[config.mk]
export PLATFORM = sky130hd
export DESIGN_NAME = hport_ctrl
export DESIGN_NICKNAME = d
export VERILOG_FILES = /design/src/rtl/hport_pkg.sv /design/src/rtl/hport_icr.sv /design/src/rtl/hport_init_decode.sv /design/src/rtl/hport_flags.sv /design/src/rtl/hport_addr_cnt.sv /design/src/rtl/hport_ctrl.sv
export SDC_FILE = /design/constraint.sdc
export NUM_CORES = 1
export LEC_CHECK = 0
export BUFFER_PORTS_ARGS = -buffer_cell sky130_fd_sc_hd__buf_2
export CAP_MARGIN = 20
export CORE_MARGIN = 2
export CORE_UTILIZATION = 40
export CTS_CLUSTER_SIZE = 14
export DETAILED_ROUTE_END_ITERATION = 10
export PLACE_DENSITY = 0.74
export SLEW_MARGIN = 20
export SYNTH_ARGS = -nofsm -noshare
export SYNTH_HDL_FRONTEND = slang
export SYNTH_SLANG_ARGS = --single-unit
[constraint.sdc]
create_clock -name clk -period 1.5 [get_ports clk]
set_input_delay 0.3 -clock clk [delete_from_list [all_inputs] [get_ports clk]]
set_output_delay 0.3 -clock clk [all_outputs]
set_load 0.01 [all_outputs]
[src/rtl/hport_pkg.sv]
package hport_pkg;

   typedef enum logic [1:0] {
      MODE_IRQ   = 2'd0,
      MODE_DMA24 = 2'd1,
      MODE_DMA16 = 2'd2,
      MODE_DMA8  = 2'd3
   } hmode_e;

   typedef struct packed {
      logic        init;
      hmode_e      mode;
      logic [1:0]  hf;
      logic        rsvd;
      logic        tx_en;
      logic        rx_en;
   } icr_t;

   localparam int ICR_W         = $bits(icr_t);
   localparam int FLG_DRX_FULL  = 0;
   localparam int FLG_HTX_EMPTY = 1;
   localparam int FLG_DTX_EMPTY = 2;
   localparam int FLG_HRX_FULL  = 3;
   localparam int FLG_COUNT     = 4;

endpackage

[src/rtl/hport_icr.sv]
module hport_icr
   import hport_pkg::*;
#(
   parameter int DATA_W = 8
) (
   input  logic              clk,
   input  logic              rst_n,
   input  logic              wr,
   input  logic [DATA_W-1:0] wdata,
   output icr_t              icr,
   output logic              exec
);

   icr_t icr_q;
   icr_t wr_val;

   always_comb begin
      wr_val      = icr_t'(wdata);
      wr_val.rsvd = 1'b0;
   end

   always_ff @(posedge clk or negedge rst_n) begin
      if (!rst_n) begin
         icr_q <= '0;
      end else if (wr) begin
         icr_q <= wr_val;
      end else if (icr_q.init) begin
         icr_q.init <= 1'b0;
      end
   end

   assign icr  = icr_q;
   assign exec = icr_q.init;

endmodule

[src/rtl/hport_init_decode.sv]
module hport_init_decode
   import hport_pkg::*;
#(
   parameter int NUM_FLAGS   = 4,
   parameter int CNT_W       = 2,
   parameter bit DMA_PRELOAD = 1'b1
) (
   input  icr_t                 icr,
   output logic [NUM_FLAGS-1:0] set_mask,
   output logic [NUM_FLAGS-1:0] clr_mask,
   output logic [CNT_W-1:0]     cnt_base,
   output logic                 illegal
);

   logic dma_on;
   logic apply_rx;
   logic apply_tx;

   assign dma_on   = (icr.mode != MODE_IRQ);
   assign illegal  = dma_on & icr.rx_en & icr.tx_en;
   assign apply_rx = icr.rx_en & ~illegal;
   assign apply_tx = icr.tx_en & ~illegal;

   always_comb begin
      set_mask = '0;
      clr_mask = '0;
      clr_mask[FLG_DRX_FULL]  = apply_rx;
      set_mask[FLG_HTX_EMPTY] = apply_rx;
      set_mask[FLG_DTX_EMPTY] = apply_tx;
      clr_mask[FLG_HRX_FULL]  = apply_tx;
   end

   generate
      if (DMA_PRELOAD) begin : g_mode_base
         assign cnt_base = CNT_W'(icr.mode);
      end else begin : g_zero_base
         assign cnt_base = '0;
      end
   endgenerate

endmodule

[src/rtl/hport_flags.sv]
module hport_flags #(
   parameter int                   NUM_FLAGS = 4,
   parameter logic [NUM_FLAGS-1:0] RST_VAL   = '0
) (
   input  logic                 clk,
   input  logic                 rst_n,
   input  logic                 exec,
   input  logic [NUM_FLAGS-1:0] init_set,
   input  logic [NUM_FLAGS-1:0] init_clr,
   input  logic [NUM_FLAGS-1:0] dp_set,
   input  logic [NUM_FLAGS-1:0] dp_clr,
   output logic [NUM_FLAGS-1:0] flags
);

   generate
      for (genvar i = 0; i < NUM_FLAGS; i++) begin : g_flag
         always_ff @(posedge clk or negedge rst_n) begin
            if (!rst_n) begin
               flags[i] <= RST_VAL[i];
            end else if (exec) begin
               if (init_set[i]) begin
                  flags[i] <= 1'b1;
               end else if (init_clr[i]) begin
                  flags[i] <= 1'b0;
               end
            end else if (dp_set[i]) begin
               flags[i] <= 1'b1;
            end else if (dp_clr[i]) begin
               flags[i] <= 1'b0;
            end
         end
      end
   endgenerate

endmodule

[src/rtl/hport_addr_cnt.sv]
module hport_addr_cnt #(
   parameter int CNT_W = 2
) (
   input  logic             clk,
   input  logic             rst_n,
   input  logic             load,
   input  logic [CNT_W-1:0] base,
   input  logic             step,
   output logic [CNT_W-1:0] cnt
);

   localparam logic [CNT_W-1:0] CNT_MAX = '1;

   always_ff @(posedge clk or negedge rst_n) begin
      if (!rst_n) begin
         cnt <= '0;
      end else if (load) begin
         cnt <= base;
      end else if (step) begin
         cnt <= (cnt == CNT_MAX) ? base : cnt + 1'b1;
      end
   end

endmodule

[src/rtl/hport_ctrl.sv]
module hport_ctrl
   import hport_pkg::*;
#(
   parameter int                   DATA_W      = 8,
   parameter int                   CNT_W       = 2,
   parameter int                   NUM_FLAGS   = 4,
   parameter logic [NUM_FLAGS-1:0] FLAG_RST    = 4'b0110,
   parameter bit                   DMA_PRELOAD = 1'b1
) (
   input  logic                 clk,
   input  logic                 rst_n,
   input  logic                 host_wr,
   input  logic [DATA_W-1:0]    host_wdata,
   output logic [DATA_W-1:0]    host_rdata,
   input  logic [NUM_FLAGS-1:0] dp_flag_set,
   input  logic [NUM_FLAGS-1:0] dp_flag_clr,
   input  logic                 dp_byte_step,
   output logic [NUM_FLAGS-1:0] xfer_flags,
   output logic [CNT_W-1:0]     byte_cnt,
   output logic [1:0]           xfer_mode,
   output logic [1:0]           host_flags,
   output logic                 cfg_illegal
);

   generate
      if (DATA_W != ICR_W) begin : g_bad_data_w
         $error("hport_ctrl: DATA_W must equal the control byte width");
      end
      if (CNT_W != 2) begin : g_bad_cnt_w
         $error("hport_ctrl: CNT_W must be 2 to hold every mode value");
      end
      if (NUM_FLAGS != FLG_COUNT) begin : g_bad_flags
         $error("hport_ctrl: NUM_FLAGS must match the transfer flag set");
      end
   endgenerate

   icr_t                 icr;
   logic                 exec;
   logic [NUM_FLAGS-1:0] init_set;
   logic [NUM_FLAGS-1:0] init_clr;
   logic [CNT_W-1:0]     cnt_base;

   hport_icr #(.DATA_W(DATA_W)) u_icr (
      .clk   (clk),
      .rst_n (rst_n),
      .wr    (host_wr),
      .wdata (host_wdata),
      .icr   (icr),
      .exec  (exec)
   );

   hport_init_decode #(
      .NUM_FLAGS   (NUM_FLAGS),
      .CNT_W       (CNT_W),
      .DMA_PRELOAD (DMA_PRELOAD)
   ) u_dec (
      .icr      (icr),
      .set_mask (init_set),
      .clr_mask (init_clr),
      .cnt_base (cnt_base),
      .illegal  (cfg_illegal)
   );

   hport_flags #(.NUM_FLAGS(NUM_FLAGS), .RST_VAL(FLAG_RST)) u_flags (
      .clk      (clk),
      .rst_n    (rst_n),
      .exec     (exec),
      .init_set (init_set),
      .init_clr (init_clr),
      .dp_set   (dp_flag_set),
      .dp_clr   (dp_flag_clr),
      .flags    (xfer_flags)
   );

   hport_addr_cnt #(.CNT_W(CNT_W)) u_cnt (
      .clk   (clk),
      .rst_n (rst_n),
      .load  (exec),
      .base  (cnt_base),
      .step  (dp_byte_step),
      .cnt   (byte_cnt)
   );

   assign host_rdata = DATA_W'(icr);
   assign xfer_mode  = icr.mode;
   assign host_flags = icr.hf;

endmodule

==> results.toml <==
[run_status]
outcome = "completed"

[layout]
regArea_um2 = 328
drive_above_1_share_pct = 51.1
syn2layout_area_growth_pct = 30.0
utilization_pct = 54.3
multi_input_area_um2 = 221
final_common_cell = "buf_2"
fin_cells = 110
fill_cells = 145
final_nets = 116
fin_area_um2 = 808
insertedDiodeCount = 0
final_cell_mix = "buf_2, dfrtp_1"

[clocking]
clk_path_buf_depth = 2
post_cts_resized = 0
cts_tree = "yes"
cts_root_buf = "clkbuf_4"
cts_inserted_buffers = 3
cts_sinks = 13
htreeDepth = 1
path_clk_slew_ps = 70
clk_latency_ps = 270

[power]
pwr-share-clk_pct = 22.6
power.total_mw = 0.916
swShare_pct = 30.3
p_per_area_mw_per_mm2 = 1130
intPower_mw = 0.638
p_seq_share_pct = 49.3
pwr-share-comb_pct = 28.1
p_leak_nw = 0.424
switchingPower_mw = 0.278
ir_worst_vdd_mv = 0.624

[place]
dp.cells = 105
place_area_um2 = 772
hpwl_um = 963
port_buffers = 36
gp_congestion = 0.698

[global_route]
first_global_vias = 476
grt_max_degree = 14
grt_pass1_wl_um = 2080
grt_antenna_before_repair = 0
grt.total_usage_pct = 15.3
overflow = 0

[route]
final_antenna_net_count = 0
via_per_inst = 4.85
first_pass_iters = 4
drtIter0Drc = 3
wl_per_cell_um = 11.6
vias = 534
drt_wl_total_um = 1280
drc = 0

[die]
start_util_pct = 41.8
dieArea_mm2 = 0.00189
die_w_um = 43.4
placementRows = 14
coreArea_mm2 = 0.00149
io_pins = 39
die_y_um = 43.4

[timing]
tns_ps = 0
final-setup-viol-count = 0
finClkSkew_ps = 1.56
slew_viol_final = 0
finalCritPeriodShare_pct = 94.5
fmax_mhz = 705
layout_min_cycle_time_ps = 1420
rsz0062_at_grt = "false"
hold_viol = 0

[worst_setup_path]
cp_max_fo = 6
critPathTopFamily = "flip-flops"
crit_path_top_delay_cell = "dfrtp_1"
slowest_delay_ps = 430
path_class = "reg -> out"
path_cells = "o21ai_1 > nor2_1 > buf_2"
critPathCaptureType = "output pin"
cp.required_ps = 1200
crit_arrival_ps = 1120
critPathBufInv = 1
startpoint_type = "flip-flop"

[logic_synthesis]
synth_seq_area_share_pct = 52.7
ys_ff_latch = 13
syn-num-nets = 81
yosysWarnings = 0
synth.avg_cell_area_um2 = 10.4
ys_types = 22
netlist_area_um2 = 622
synth_cells = 60

[min_path]
hold_path.class = "in -> reg"

[run]
drv_cap = 0
-- registers in the layout, indices dropped and copies added (netlist names) --
register       count
u_icr.icr          6
u_flags.flags      4
u_icr.exec         1
u_cnt.cnt          2
-- cells by family (layout without fill, tap and decap cells) --
group / Yosys count / count (layout) / synth area share, %
AO/OA/AOI/OAI: 14 / 14 / 13.7
adder cells (fa/ha/maj): 1 / 1 / 2.01
buffers and inverters: 13 / 47 / 11.7
flip-flops: 13 / 13 / 52.7
multiplexers: 5 / 5 / 9.05
other: 1 / 1 / 0.603
AND/OR/NAND/NOR: 13 / 13 / 10.3
-- stage by stage --
stage	setup slack (ps)	hold WS (ps)
5_1_grt	5.45	228
3_3_place_gp	392	196
4_1_cts	82.9	224
6_report	82.3	233
2_1_floorplan	367	4.41
3_5_place_dp	356	200
-- power by group through the flow --
| stage | Sequential, mW | Clock [mW] | Combinational (mW) |
|---|---|---|---|
| 4_1_cts | 0.451 | 0.217 | 0.262 |
| 3_5_place_dp | 0.457 | 0 | 0.259 |
| 3_3_place_gp | 0.455 | 0 | 0.251 |
| 5_1_grt | 0.458 | 0.233 | 0.289 |
| 6_report | 0.451 | 0.207 | 0.258 |
| 2_1_floorplan | 0.479 | 0 | 0.140 |
-- area by class of cell --
cell class	count	area share [%]
Clock buffer	4	3.25
Sequential cell	13	40.6
Tap cell	16	2.48
Multi-Input combinational cell	34	27.4
Timing Repair Buffer	37	23.5
Inverter	6	2.79
-- metal layers --
layer,up-vias,global-route usage (%),wire length (µm)
met4,0,7.27,14
met5,-,0,0
met3,2,5.00,106
met2,27,23.9,611
met1,241,19.4,543
li1,264,-,-
-- path summary, 6_finish.rpt --
| kind | start | end | slack, ps | cells past startpoint |
|---|---|---|---|---|
| worst max-delay path | u_icr.icr[6] | cfg_illegal | 80 | 3 |
| max in group asynchronous | rst_n | u_flags.flags[2] | 780 | 2 |
| min in group asynchronous | rst_n | u_icr.icr[1] | 450 | 2 |
| worst min register to register | u_flags.flags[1] | u_flags.flags[1] | 520 | 2 |
| worst min-delay path | host_wdata[7] | u_icr.exec | 230 | 2 |
| worst max register to register | u_cnt.cnt[0] | u_cnt.cnt[0] | 350 | 4 |
-- synth_stat cells, drive strengths merged --
master,instances,area [µm²]
mux2,5,56.3
nor2b,1,6.26
ha,1,12.5
nand3,2,10.0
dfrtp,11,275
buf,7,50.0
o2bb2ai,1,8.76
and3,1,11.3
a21oi,4,20.0
inv,6,22.5
a21boi,1,7.51
and2,1,6.26
dfstp,2,52.6
o21ai,6,30.0
nand2,5,18.8
conb,1,3.75
o22a,1,8.76
nor2,3,11.3
a221o,1,10.0
-- repair_timing --
action / in CTS / in global routing
endpoints found under the hold margin: 11 / 0
hold buffers: 1 / 0
setup buffers: 0 / 0
(Power assumes the default switching activity.)
